$ cat src/rtl/modq_pkg.sv
package modq_pkg;
    typedef enum logic [1:0] {
        ST_IDLE = 2'd0,
        ST_RUN  = 2'd1,
        ST_DONE = 2'd2
    } modq_state_e;

    typedef enum logic {
        OP_ADD = 1'b0,
        OP_SUB = 1'b1
    } modq_op_e;
endpackage

$ cat src/rtl/modq_word_slice.sv
module modq_word_slice #(
    parameter int WORD_W = 32
) (
    input  logic              op_sub,
    input  logic [WORD_W-1:0] a_w,
    input  logic [WORD_W-1:0] b_w,
    input  logic [WORD_W-1:0] q_w,
    input  logic              prim_fi,
    input  logic              corr_fi,
    output logic [WORD_W-1:0] prim_w,
    output logic [WORD_W-1:0] corr_w,
    output logic              prim_fo,
    output logic              corr_fo
);
    logic [WORD_W:0] prim_ext;
    logic [WORD_W:0] corr_ext;

    always_comb begin
        if (op_sub) begin
            // Primary chain: a - b with borrow; correction chain: + q with carry
            prim_ext = {1'b0, a_w} - {1'b0, b_w} - {{WORD_W{1'b0}}, prim_fi};
            corr_ext = {1'b0, prim_ext[WORD_W-1:0]} + {1'b0, q_w}
                     + {{WORD_W{1'b0}}, corr_fi};
        end else begin
            // Primary chain: a + b with carry; correction chain: - q with borrow
            prim_ext = {1'b0, a_w} + {1'b0, b_w} + {{WORD_W{1'b0}}, prim_fi};
            corr_ext = {1'b0, prim_ext[WORD_W-1:0]} - {1'b0, q_w}
                     - {{WORD_W{1'b0}}, corr_fi};
        end
        prim_w  = prim_ext[WORD_W-1:0];
        corr_w  = corr_ext[WORD_W-1:0];
        prim_fo = prim_ext[WORD_W];
        corr_fo = corr_ext[WORD_W];
    end
endmodule

$ cat src/rtl/modq_cand_store.sv
module modq_cand_store #(
    parameter int WORD_W    = 32,
    parameter int NUM_WORDS = 8,
    localparam int IDX_W    = $clog2(NUM_WORDS)
) (
    input  logic              clk,
    input  logic              rst_n,
    input  logic              wr_en,
    input  logic [IDX_W-1:0]  wr_idx,
    input  logic [WORD_W-1:0] prim_in,
    input  logic [WORD_W-1:0] corr_in,
    input  logic              pick_corr,
    input  logic [IDX_W-1:0]  rd_idx,
    output logic [WORD_W-1:0] rd_word
);
    logic [WORD_W-1:0] prim_buf [NUM_WORDS];
    logic [WORD_W-1:0] corr_buf [NUM_WORDS];

    for (genvar g = 0; g < NUM_WORDS; g++) begin : g_entry
        always_ff @(posedge clk or negedge rst_n) begin
            if (!rst_n) begin
                prim_buf[g] <= '0;
                corr_buf[g] <= '0;
            end else if (wr_en && (wr_idx == IDX_W'(g))) begin
                prim_buf[g] <= prim_in;
                corr_buf[g] <= corr_in;
            end
        end
    end

    assign rd_word = pick_corr ? corr_buf[rd_idx] : prim_buf[rd_idx];
endmodule

$ cat src/rtl/modq_seq_ctrl.sv
module modq_seq_ctrl
    import modq_pkg::*;
#(
    parameter int NUM_WORDS = 8,
    localparam int IDX_W    = $clog2(NUM_WORDS)
) (
    input  logic             clk,
    input  logic             rst_n,
    input  logic             start,
    output modq_state_e      state,
    output logic [IDX_W-1:0] idx,
    output logic             accept,
    output logic             step,
    output logic             last,
    output logic             done
);
    localparam logic [IDX_W-1:0] LAST_IDX = IDX_W'(NUM_WORDS - 1);

    modq_state_e state_nx;
    logic [IDX_W-1:0] idx_nx;

    always_ff @(posedge clk or negedge rst_n) begin
        if (!rst_n) begin
            state <= ST_IDLE;
            idx   <= '0;
        end else begin
            state <= state_nx;
            idx   <= idx_nx;
        end
    end

    always_comb begin
        state_nx = state;
        idx_nx   = idx;
        unique case (state)
            ST_IDLE: begin
                if (start) begin
                    state_nx = ST_RUN;
                    idx_nx   = '0;
                end
            end
            ST_RUN: begin
                if (idx == LAST_IDX) begin
                    state_nx = ST_DONE;
                    idx_nx   = '0;
                end else begin
                    idx_nx = idx + 1'b1;
                end
            end
            ST_DONE: begin
                state_nx = start ? ST_RUN : ST_IDLE;
                idx_nx   = '0;
            end
            default: begin
                state_nx = ST_IDLE;
                idx_nx   = '0;
            end
        endcase
    end

    always_comb begin
        accept = 1'b0;
        step   = 1'b0;
        last   = 1'b0;
        done   = 1'b0;
        unique case (state)
            ST_IDLE: accept = start;
            ST_RUN: begin
                step = 1'b1;
                last = (idx == LAST_IDX);
            end
            ST_DONE: begin
                done   = 1'b1;
                accept = start;
            end
            default: ;
        endcase
    end

    AST_IDX_STEP: assert property (@(posedge clk) disable iff (!rst_n)
        (state == ST_RUN && idx != LAST_IDX) |=> (state == ST_RUN && idx == $past(idx) + 1'b1));
    AST_RUN_ENTRY: assert property (@(posedge clk) disable iff (!rst_n)
        (state != ST_RUN) |=> (state != ST_RUN || idx == '0));
    AST_DONE_PULSE: assert property (@(posedge clk) disable iff (!rst_n)
        done |=> !done);
    AST_START_IGNORED: assert property (@(posedge clk) disable iff (!rst_n)
        (state == ST_RUN && idx != LAST_IDX && start) |=> (state == ST_RUN));
endmodule

$ cat src/rtl/modq_addsub_serial.sv
module modq_addsub_serial
    import modq_pkg::*;
#(
    parameter int WORD_W    = 32,
    parameter int NUM_WORDS = 8,
    parameter logic [NUM_WORDS*WORD_W-1:0] MODULUS =
        256'hFFFFFFFF_00000001_00000000_00000000_00000000_FFFFFFFF_FFFFFFFF_FFFFFFFF,
    localparam int IDX_W    = $clog2(NUM_WORDS)
) (
    input  logic              clk,
    input  logic              rst_n,
    input  logic              start,
    input  logic              mode,
    output logic [IDX_W-1:0]  op_idx,
    input  logic [WORD_W-1:0] a_word,
    input  logic [WORD_W-1:0] b_word,
    input  logic [IDX_W-1:0]  res_sel,
    output logic [WORD_W-1:0] res_word,
    output logic              done
);
    modq_state_e      state;
    logic [IDX_W-1:0] idx;
    logic             accept, step, last;

    modq_op_e         op_q;
    logic             prim_f, corr_f;
    logic             sel_corr;

    logic [WORD_W-1:0] q_w, prim_w, corr_w;
    logic              prim_fo, corr_fo;
    logic              pick_now;

    modq_seq_ctrl #(.NUM_WORDS(NUM_WORDS)) u_ctrl (
        .clk    (clk),
        .rst_n  (rst_n),
        .start  (start),
        .state  (state),
        .idx    (idx),
        .accept (accept),
        .step   (step),
        .last   (last),
        .done   (done)
    );

    assign op_idx = idx;
    assign q_w    = MODULUS[idx*WORD_W +: WORD_W];

    modq_word_slice #(.WORD_W(WORD_W)) u_slice (
        .op_sub  (op_q == OP_SUB),
        .a_w     (a_word),
        .b_w     (b_word),
        .q_w     (q_w),
        .prim_fi (prim_f),
        .corr_fi (corr_f),
        .prim_w  (prim_w),
        .corr_w  (corr_w),
        .prim_fo (prim_fo),
        .corr_fo (corr_fo)
    );

    // Final choice: add keeps the plain sum only if the q-subtraction borrowed
    // without a sum carry; subtract takes the corrected value if a-b borrowed.
    assign pick_now = (op_q == OP_SUB) ? prim_fo : !(corr_fo && !prim_fo);

    always_ff @(posedge clk or negedge rst_n) begin
        if (!rst_n) begin
            op_q     <= OP_ADD;
            prim_f   <= 1'b0;
            corr_f   <= 1'b0;
            sel_corr <= 1'b0;
        end else if (accept) begin
            op_q   <= modq_op_e'(mode);
            prim_f <= 1'b0;
            corr_f <= 1'b0;
        end else if (step) begin
            prim_f <= prim_fo;
            corr_f <= corr_fo;
            if (last) begin
                sel_corr <= pick_now;
            end
        end
    end

    modq_cand_store #(.WORD_W(WORD_W), .NUM_WORDS(NUM_WORDS)) u_store (
        .clk       (clk),
        .rst_n     (rst_n),
        .wr_en     (step),
        .wr_idx    (idx),
        .prim_in   (prim_w),
        .corr_in   (corr_w),
        .pick_corr (sel_corr),
        .rd_idx    (res_sel),
        .rd_word   (res_word)
    );

    AST_MODE_HELD: assert property (@(posedge clk) disable iff (!rst_n)
        (state == ST_RUN) |=> $stable(op_q));
    AST_CHOICE_HELD: assert property (@(posedge clk) disable iff (!rst_n)
        (state == ST_IDLE && !start) |=> $stable(sel_corr));
    AST_DONE_AFTER_RUN: assert property (@(posedge clk) disable iff (!rst_n)
        done |-> $past(state == ST_RUN && idx == IDX_W'(NUM_WORDS - 1)));
    AST_FLAGS_CLEARED: assert property (@(posedge clk) disable iff (!rst_n)
        accept |=> (!prim_f && !corr_f));
endmodule

$ cat config.mk
export PLATFORM = sky130hd
export DESIGN_NAME = modq_addsub_serial
export DESIGN_NICKNAME = d
export VERILOG_FILES = /design/src/rtl/modq_pkg.sv /design/src/rtl/modq_word_slice.sv /design/src/rtl/modq_cand_store.sv /design/src/rtl/modq_seq_ctrl.sv /design/src/rtl/modq_addsub_serial.sv
export SDC_FILE = /design/constraint.sdc
export NUM_CORES = 1
export LEC_CHECK = 0
export BUFFER_PORTS_ARGS = -buffer_cell sky130_fd_sc_hd__buf_2
export CAP_MARGIN = 20
export CORE_MARGIN = 3
export CORE_UTILIZATION = 50
export CTS_CLUSTER_DIAMETER = 50
export DETAILED_ROUTE_END_ITERATION = 10
export HOLD_SLACK_MARGIN = 0.05
export PLACE_DENSITY = 0.66
export RECOVER_POWER = 100
export SYNTH_ARGS = -nofsm -noshare
export SYNTH_HDL_FRONTEND = slang
export SYNTH_SLANG_ARGS = --single-unit
$ cat constraint.sdc
create_clock -name clk -period 16.6 [get_ports clk]
set_input_delay 1.66 -clock clk [delete_from_list [all_inputs] [get_ports clk]]
set_output_delay 1.66 -clock clk [all_outputs]
set_load 0.01 [all_outputs]
# Word-level counts from Yosys, hierarchy flattened
# Index checks and enable logic that the tools add are counted.
[totals] reg_bits=521 inputBits=71 output_inout_bits=36
[op_classes] addsub=9 n_lt_le_gt_ge=1 n_eq_ne=11 shifts=1 n_mux=25 n_bitwise=2 reduce_logical=17
[op_table] cell="indexed part select 256 x 9 -> 32 bit (first input constant)" n=1
[op_table] cell="binary-select mux 32 bit (select 3 bit)" n=2
[op_table] cell="two-way mux 32 bit" n=5
[op_table] cell="adder 32 x 32 -> 33 bit" n=2
[op_table] cell="adder 33 x 1 -> 33 bit" n=2
[op_table] cell="two-way mux 33 bit" n=2
[op_table] cell="subtractor 32 x 32 -> 33 bit" n=2
[op_table] cell="subtractor 33 x 1 -> 33 bit" n=2
[op_table] cell="== test 3 bit (second input constant)" n=4
[op_table] cell="two-way mux 1 bit" n=10
[op_table] cell="logical AND 1 bit" n=9
[op_table] cell="== test 3 x 2 -> 1 bit (second input constant)" n=2
[op_table] cell="two-way mux 3 bit" n=2
[op_table] cell="one-hot mux 2 bit (3 select lines)" n=1
[op_table] cell="one-hot mux 3 bit (2 select lines)" n=1
[op_table] cell="greater-or-equal comparator 4 bit (second input constant)" n=1
[op_table] cell="two-way mux 2 bit" n=2
[op_table] cell="inverter 3 -> 4 bit" n=1
[op_table] cell="adder 3 x 1 -> 3 bit (second input constant)" n=1
[op_table] cell="== test 3 x 1 -> 1 bit (second input constant)" n=1
[op_table] cell="logical NOT 3 bit" n=1
[op_table] cell="AND reduction 3 bit" n=1
[op_table] cell="== test 2 x 1 -> 1 bit (second input constant)" n=1
[op_table] cell="== test 2 bit (second input constant)" n=1
[op_table] cell="other kinds (8)" n=9

# Depth between registers and ports, before layout
# Gate-level depths: netlist (run 1).
[depth] ltp_word=8 depth_mapped=24 ltp_nobuf=23

# Cells and area by module
# Synthesis (run 1) repeated with hierarchy kept, for this count alone.
[unflattened] hier_cells=2677 area_unflattened_um2=31834.3
[modules_own_cells] module="modq_cand_store" instances=1 cells_per_inst=1360 area_per_inst_um2=22734.3 seq_area_each_um2=12812.3
[modules_own_cells] module="modq_word_slice" instances=1 cells_per_inst=1281 area_per_inst_um2=8653.3 seq_area_each_um2=0.0
[modules_own_cells] module="modq_seq_ctrl" instances=1 cells_per_inst=21 area_per_inst_um2=254.0 seq_area_each_um2=125.1
[modules_own_cells] module="modq_addsub_serial" instances=1 cells_per_inst=15 area_per_inst_um2=192.7 seq_area_each_um2=100.1

# Least setup slack after synthesis (run 1)
# OpenSTA, ideal clock, no wires.
[synth_timing] path_kind="register -> register" from="register u_ctrl.idx[0]" to="register u_store.corr_buf[222] (netlist name)" t_arrival_ns=6.364 required_time_ns=16.469 path_slack_ns=10.105 stages_incl_launch_ff=16 n_path_buf=1 path_cell_list="dfrtp_1 ha_1 xnor2_1 ha_1 inv_1 ha_1 clkbuf_1 and4_1 nand4_1 a2111o_1 o2111ai_1 a31oi_1 nor2_1 mux2_4 nor3_4 a21oi_1"
[synth_via] elab_chain_len=4 word_cells_on_any_way=8
[synth_lines] element="start: declaration" line="modq_seq_ctrl.sv:11" source="output logic [IDX_W-1:0] idx,"
[synth_lines] element="start signal: assignment" line="modq_seq_ctrl.sv:28" source="idx <= idx_nx;"
[synth_lines] element="indexed part select 256 x 9 -> 32 bit" line="modq_addsub_serial.sv:46" source="assign q_w = MODULUS[idx*WORD_W +: WORD_W];"
[synth_lines] element="subtractor 32 x 32 -> 33 bit / adder 32 x 32 -> 33 bit (equally long branches)" line="modq_word_slice.sv:27, modq_word_slice.sv:22"
[synth_lines] element="subtractor 33 x 1 -> 33 bit / adder 33 x 1 -> 33 bit (equally long branches)" line="modq_word_slice.sv:28, modq_word_slice.sv:23"
[synth_lines] element="two-way mux 33 bit" line="modq_word_slice.sv:19" source="if (op_sub) begin"
[synth_lines] element="end signal: indexed assignment" line="modq_cand_store.sv:26" source="corr_buf[g] <= corr_in;"
[synth_lines] element="end: declaration" line="modq_cand_store.sv:17" source="logic [WORD_W-1:0] corr_buf [NUM_WORDS];"
# Several ways; a longest one is shown, not always the timed one.
# A chain may end at the register's enable or synchronous reset.

==> flow_metrics.tcl, run 1 <==
set metrics [dict create \
    cp_slowest_cell "clkbuf_1" \
    endpoint "u_store.prim_buf[123]" \
    rr_startpoint "prim_f" \
    status "complete, but fails checks" \
    yosys-top-cells-area "dfrtp_1 41%, mux4_2 11%, o21ai_0 7.9%" \
    cp-start-kind "primary input" \
    path_cells "clkbuf_1, clkbuf_1, clkbuf_1" \
    first_pass_iters 7 \
    worstSkewPairLatency_ps 570 \
    synthTopCellsByCount "557 x nand2_1, 521 x dfrtp_1, 495 x o21ai_0" \
    start_util_pct 50.8 \
    setup_violations 0 \
    rsz0062_at_grt "no" \
    grt_overflow 0 \
    hold_start "u_store.corr_buf[21]" \
    hp-class "flip-flop to flip-flop" \
    ctsRootBufferMaster "clkbuf_16" \
    cts_tree "built" \
    critPathMaxFanout 123 \
    slew_headroom_pct -333 \
    core_area_mm2 0.0621 \
    rrSetupSlack_ps 9450 \
    drcViolationCount 0 \
    required_ps 16400 \
    ys_ff_latch 521 \
    crit_start "rst_n" \
    ant_nets 0 \
    grt_pass1_vias 24700 \
    synthAdderAreaFrac_pct 8.04 \
    ctsHoldBuffers 0 \
    portBuffers 106 \
    viasPerCell 5.89 \
    die_w_um 257 \
    endpoint_kind "asynchronous set/reset pin" \
    cts-resized-gates 0 \
    critPathMaxStageDelay_ps 4440 \
    hpwlAfterDp_um 58100 \
    hold_ws_ps 473 \
    postSynthAreaPerCell_um2 9.56 \
    yosysWarnings 0 \
    fp.dieArea_mm2 0.0661 \
    setup_tns_ps 0 \
    worstSetupPathType "primary input to asynchronous set/reset pin" \
    die_h_um 257 \
    clk_transition_reported_paths_ps 60 \
    ys_seq_area_share_pct 41.3 \
    min_period_ps 9890 \
    period_share_pct 59.6 \
    synthSimpleGateAreaFrac_pct 12.5 \
    cts_setup_buffers 0 \
    postSynthCellCount 3300 \
    core.rowCount 91 \
    synth-edff-count 0 \
    wl_per_cell_um 20.2 \
    syn_to_final_growth_pct 8.08 \
    ctsLongestPathBuffers 3 \
    cpMostUsedCell "clkbuf_1" \
    cts_made_buffers 53 \
    synthArstFlopShare_pct 100 \
    arrival_ps 9680 \
    worst_pin_slew_ps 6490 \
    num_vias 24600 \
    violations "capacitance limit, slew limit" \
    rr_endpoint "u_store.corr_buf[222]" \
    reg2regPathDepth 22 \
    ios 107 \
    htree_levels 2 \
    wirelength_um 84400 \
    synth_top_area_cell "dfrtp_1" \
    track_usage_pct 25.4 \
    synth_cell_types 94 \
    synth_most_common_cell "nand2_1" \
    cap_violations 8 \
    drtIter0Drc 1701 \
    synthXorXnorAreaFrac_pct 3.11 \
    synth_top_area_share_pct 41.3 \
    synth-compound-area-share_pct 17.6 \
    synth_area_mm2 0.0315 \
    synth_top_flop_cell "dfrtp_1" \
    hold_viol_final 0 \
    clock_skew_ps 12.5 \
    antenna_found_initial 1 \
    cts.sinks 521 \
    fmaxAchievable_mhz 101 \
    drv_slew 411 \
    drive_gt1_share_pct 11.2 \
    synth_top_family_by_area "compound AO/OA/AOI/OAI gates" \
    grt_max_degree 124 \
    nNetsFinal 3573 \
    grt_pass1_wl_um 135000 \
    gp_congestion 0.967 \
    syn_nets 3569 \
    synth.mux.area_fraction_pct 12.5 \
]
==> layout make-up <==
| type | instances | area (um^2) |
|---|---|---|
| antenna | 1 | 2.50 |
| clock buffer | 82 | 1570 |
| clock inverter | 12 | 85.1 |
| fill | 5521 | 28000 |
| inverter | 199 | 747 |
| multi-input combinational | 2391 | 16900 |
| sequential | 521 | 13000 |
| tap | 837 | 1050 |
| timing repair buffer | 138 | 729 |
==> worst min path at each step <==
| stage | end | slack, ps | depth (start not counted) |
|---|---|---|---|
| final | u_store.corr_buf[21] | 470 | 2 |
| after detailed placement | u_store.prim_buf[44] | 460 | 2 |
| after CTS | u_store.corr_buf[21] | 480 | 2 |
| after floorplan | u_store.corr_buf[163] | 440 | 2 |
| after global routing | u_store.corr_buf[167] | 490 | 2 |
| after global placement | u_store.prim_buf[240] | 460 | 2 |
==> metal layers <==
layer | GRT usage [%] | wire [um] | up-vias
met3 | 2.38 | 4880 | 146
met4 | 7.43 | 2230 | 0
met2 | 42.8 | 40400 | 785
li1 | - | - | 11600
met1 | 35.4 | 36900 | 12100
met5 | 0 | 0 | -
==> registers in the layout, indices dropped and copies added, names as in the netlist <==
name	count
corr_f	1
sel_corr	1
u_store.corr_buf	256
u_ctrl.idx	3
u_ctrl.state	2
prim_f	1
u_store.prim_buf	256
op_q	1
==> cell families after synthesis <==
group | after synthesis
simple gates | 938
flops | 521
mux | 188
compound gates | 956
fa+ha+maj | 198
buf+inv | 388
xor+xnor | 111
==> worst max-delay path, delay by kind of cell <==
family / cells / cell delay (ps)
buffers and inverters: 3 / 7900
==> through the flow <==
stage               worst slack (ps)  instance area (um^2)  util [%]  instances
floorplan                      10100                 31500         -       3300
global placement                9420                 32700      52.6       4081
detailed placement              9320                 32700      52.6       4081
CTS                             9840                 34300      55.3       4175
global route                    4870                 34100      54.9       4180
finish                          6710                 34100      54.9       4181
==> placed cells by master (no fill, tap or decap), types with 23 or more instances in the layout <==
master,instances
clkbuf_1,63
nor3_1,31
xnor2_1,78
nand2_1,553
o21ai_0,524
buf_4,24
dfrtp_1,519
ha_1,190
a211oi_1,28
inv_1,197
mux2i_1,23
a21oi_1,204
a21o_1,33
buf_2,65
clkbuf_16,53
nand3_1,24
mux4_2,160
nor2_1,209
xor2_1,31
Power of run 1 is not shown: default switching activity piles up to over one toggle a cycle in this logic, so the estimate is an artifact.
==> run 2: changes to the inputs <==
clock period = 9.95 ns   (was 16.6 ns; I/O delays follow)
==> flow_metrics.tcl, run 2 (same netlist as run 1, synthesis figures left out) <==
set metrics [dict create \
    antenna_found_initial 1 \
    portBuffers 106 \
    ios 107 \
    hp-class "flip-flop to flip-flop" \
    critPathMaxFanout 57 \
    setup_tns_ps 0 \
    crit_start "res_sel[1]" \
    fp.dieArea_mm2 0.0661 \
    ctsHoldBuffers 0 \
    cap_violations 11 \
    ctsRootBufferMaster "clkbuf_16" \
    wirelength_um 85200 \
    layout_common_cells "555 x nand2_1, 524 x o21ai_0, 519 x dfrtp_1" \
    core.rowCount 91 \
    reg.largest.list "u_store.corr_buf x256, u_store.prim_buf x256, u_ctrl.idx x3" \
    rr_startpoint "prim_f" \
    drv_slew 580 \
    worstSkewPairLatency_ps 600 \
    ant_nets 0 \
    grt_use_met3_pct 2.86 \
    rrSetupSlack_ps 2730 \
    gr-max-usage-layer "met2" \
    min_period_ps 7910 \
    hold_viol_final 0 \
    drtIter0Drc 2069 \
    die_w_um 257 \
    rr_endpoint "u_store.corr_buf[222]" \
    ctsLongestPathBuffers 3 \
    track_usage_pct 25.6 \
    die_h_um 257 \
    core_area_mm2 0.0621 \
    drive_gt1_share_pct 11.6 \
    cts-resized-gates 0 \
    status "complete, but fails checks" \
    cts_tree "built" \
    period_share_pct 79.5 \
    start_util_pct 50.8 \
    setup_violations 0 \
    grt_max_degree 129 \
    worst_pin_slew_ps 6710 \
    viasPerCell 5.93 \
    layout_commonest_cell "nand2_1" \
    cp-start-kind "primary input" \
    wl_per_cell_um 20.4 \
    layout_setup_ws_ps 2040 \
    syn_to_final_growth_pct 8.86 \
    grt.met1_usage_pct 36.0 \
    gr-usage-met2_pct 42.3 \
    num_vias 24800 \
    worstSetupPathType "primary input to primary output" \
    place_ws_ps 3350 \
    hpwlAfterDp_um 57800 \
    required_ps 8960 \
    arrival_ps 6910 \
    cts_made_buffers 54 \
    grt_pass1_wl_um 135000 \
    reg2regPathDepth 22 \
    cts.sinks 521 \
    slew_headroom_pct -348 \
    grt_pass1_vias 24800 \
    fmaxAchievable_mhz 126 \
    clock_skew_ps 14.8 \
    endpoint "res_word[2]" \
    grt_overflow 0 \
    cts_setup_buffers 0 \
    nNetsFinal 3571 \
    first_pass_iters 5 \
    drcViolationCount 0 \
    htree_levels 2 \
    endpoint_kind "primary output" \
    rsz0062_at_grt "no" \
    gp_congestion 0.930 \
    violations "capacitance limit, slew limit" \
    clk_transition_reported_paths_ps 60 \
]
run 2: worst max-delay path: stages:
cell,delay [ps]
clkbuf_1,1870
clkbuf_1,2720
mux4_2,520
mux4_2,580
clkbuf_1,170
run 2: worst min path at each step:
stage / from / to / slack [ps] / depth (start not counted)
after floorplan: u_store.corr_buf[163] / u_store.corr_buf[163] / 440 / 2
final: u_store.prim_buf[134] / u_store.prim_buf[134] / 470 / 2
after detailed placement: u_store.prim_buf[169] / u_store.prim_buf[169] / 460 / 2
after CTS: u_store.prim_buf[169] / u_store.prim_buf[169] / 480 / 2
after global routing: u_store.prim_buf[79] / u_store.prim_buf[79] / 490 / 2
after global placement: u_store.prim_buf[191] / u_store.prim_buf[191] / 460 / 2
run 2: through the flow:
stage	instance area, um^2	util [%]	hold WS (ps)	std cells
2_1_floorplan	31500	-	445	3300
3_3_place_gp	32600	52.6	455	4077
3_5_place_dp	32700	52.6	463	4078
4_1_cts	34500	55.6	477	4177
5_1_grt	34300	55.3	494	4182
6_report	34300	55.3	474	4183
run 2: metal layers:
metal	vias up	share of wire, %
met2	844	48
met3	122	5.7
li1	11600	-
met5	-	0
met4	0	2.7
met1	12200	44
run 2: cell type report:
cell class,instances,area (um^2)
Fill cell,5488,27700
Multi-Input combinational cell,2391,16900
Inverter,199,747
Tap cell,837,1050
Sequential cell,521,13000
Timing Repair Buffer,135,805
Clock buffer,79,1640
Clock inverter,20,195
Antenna cell,1,2.50
Power of run 2 is left out for the same reason.
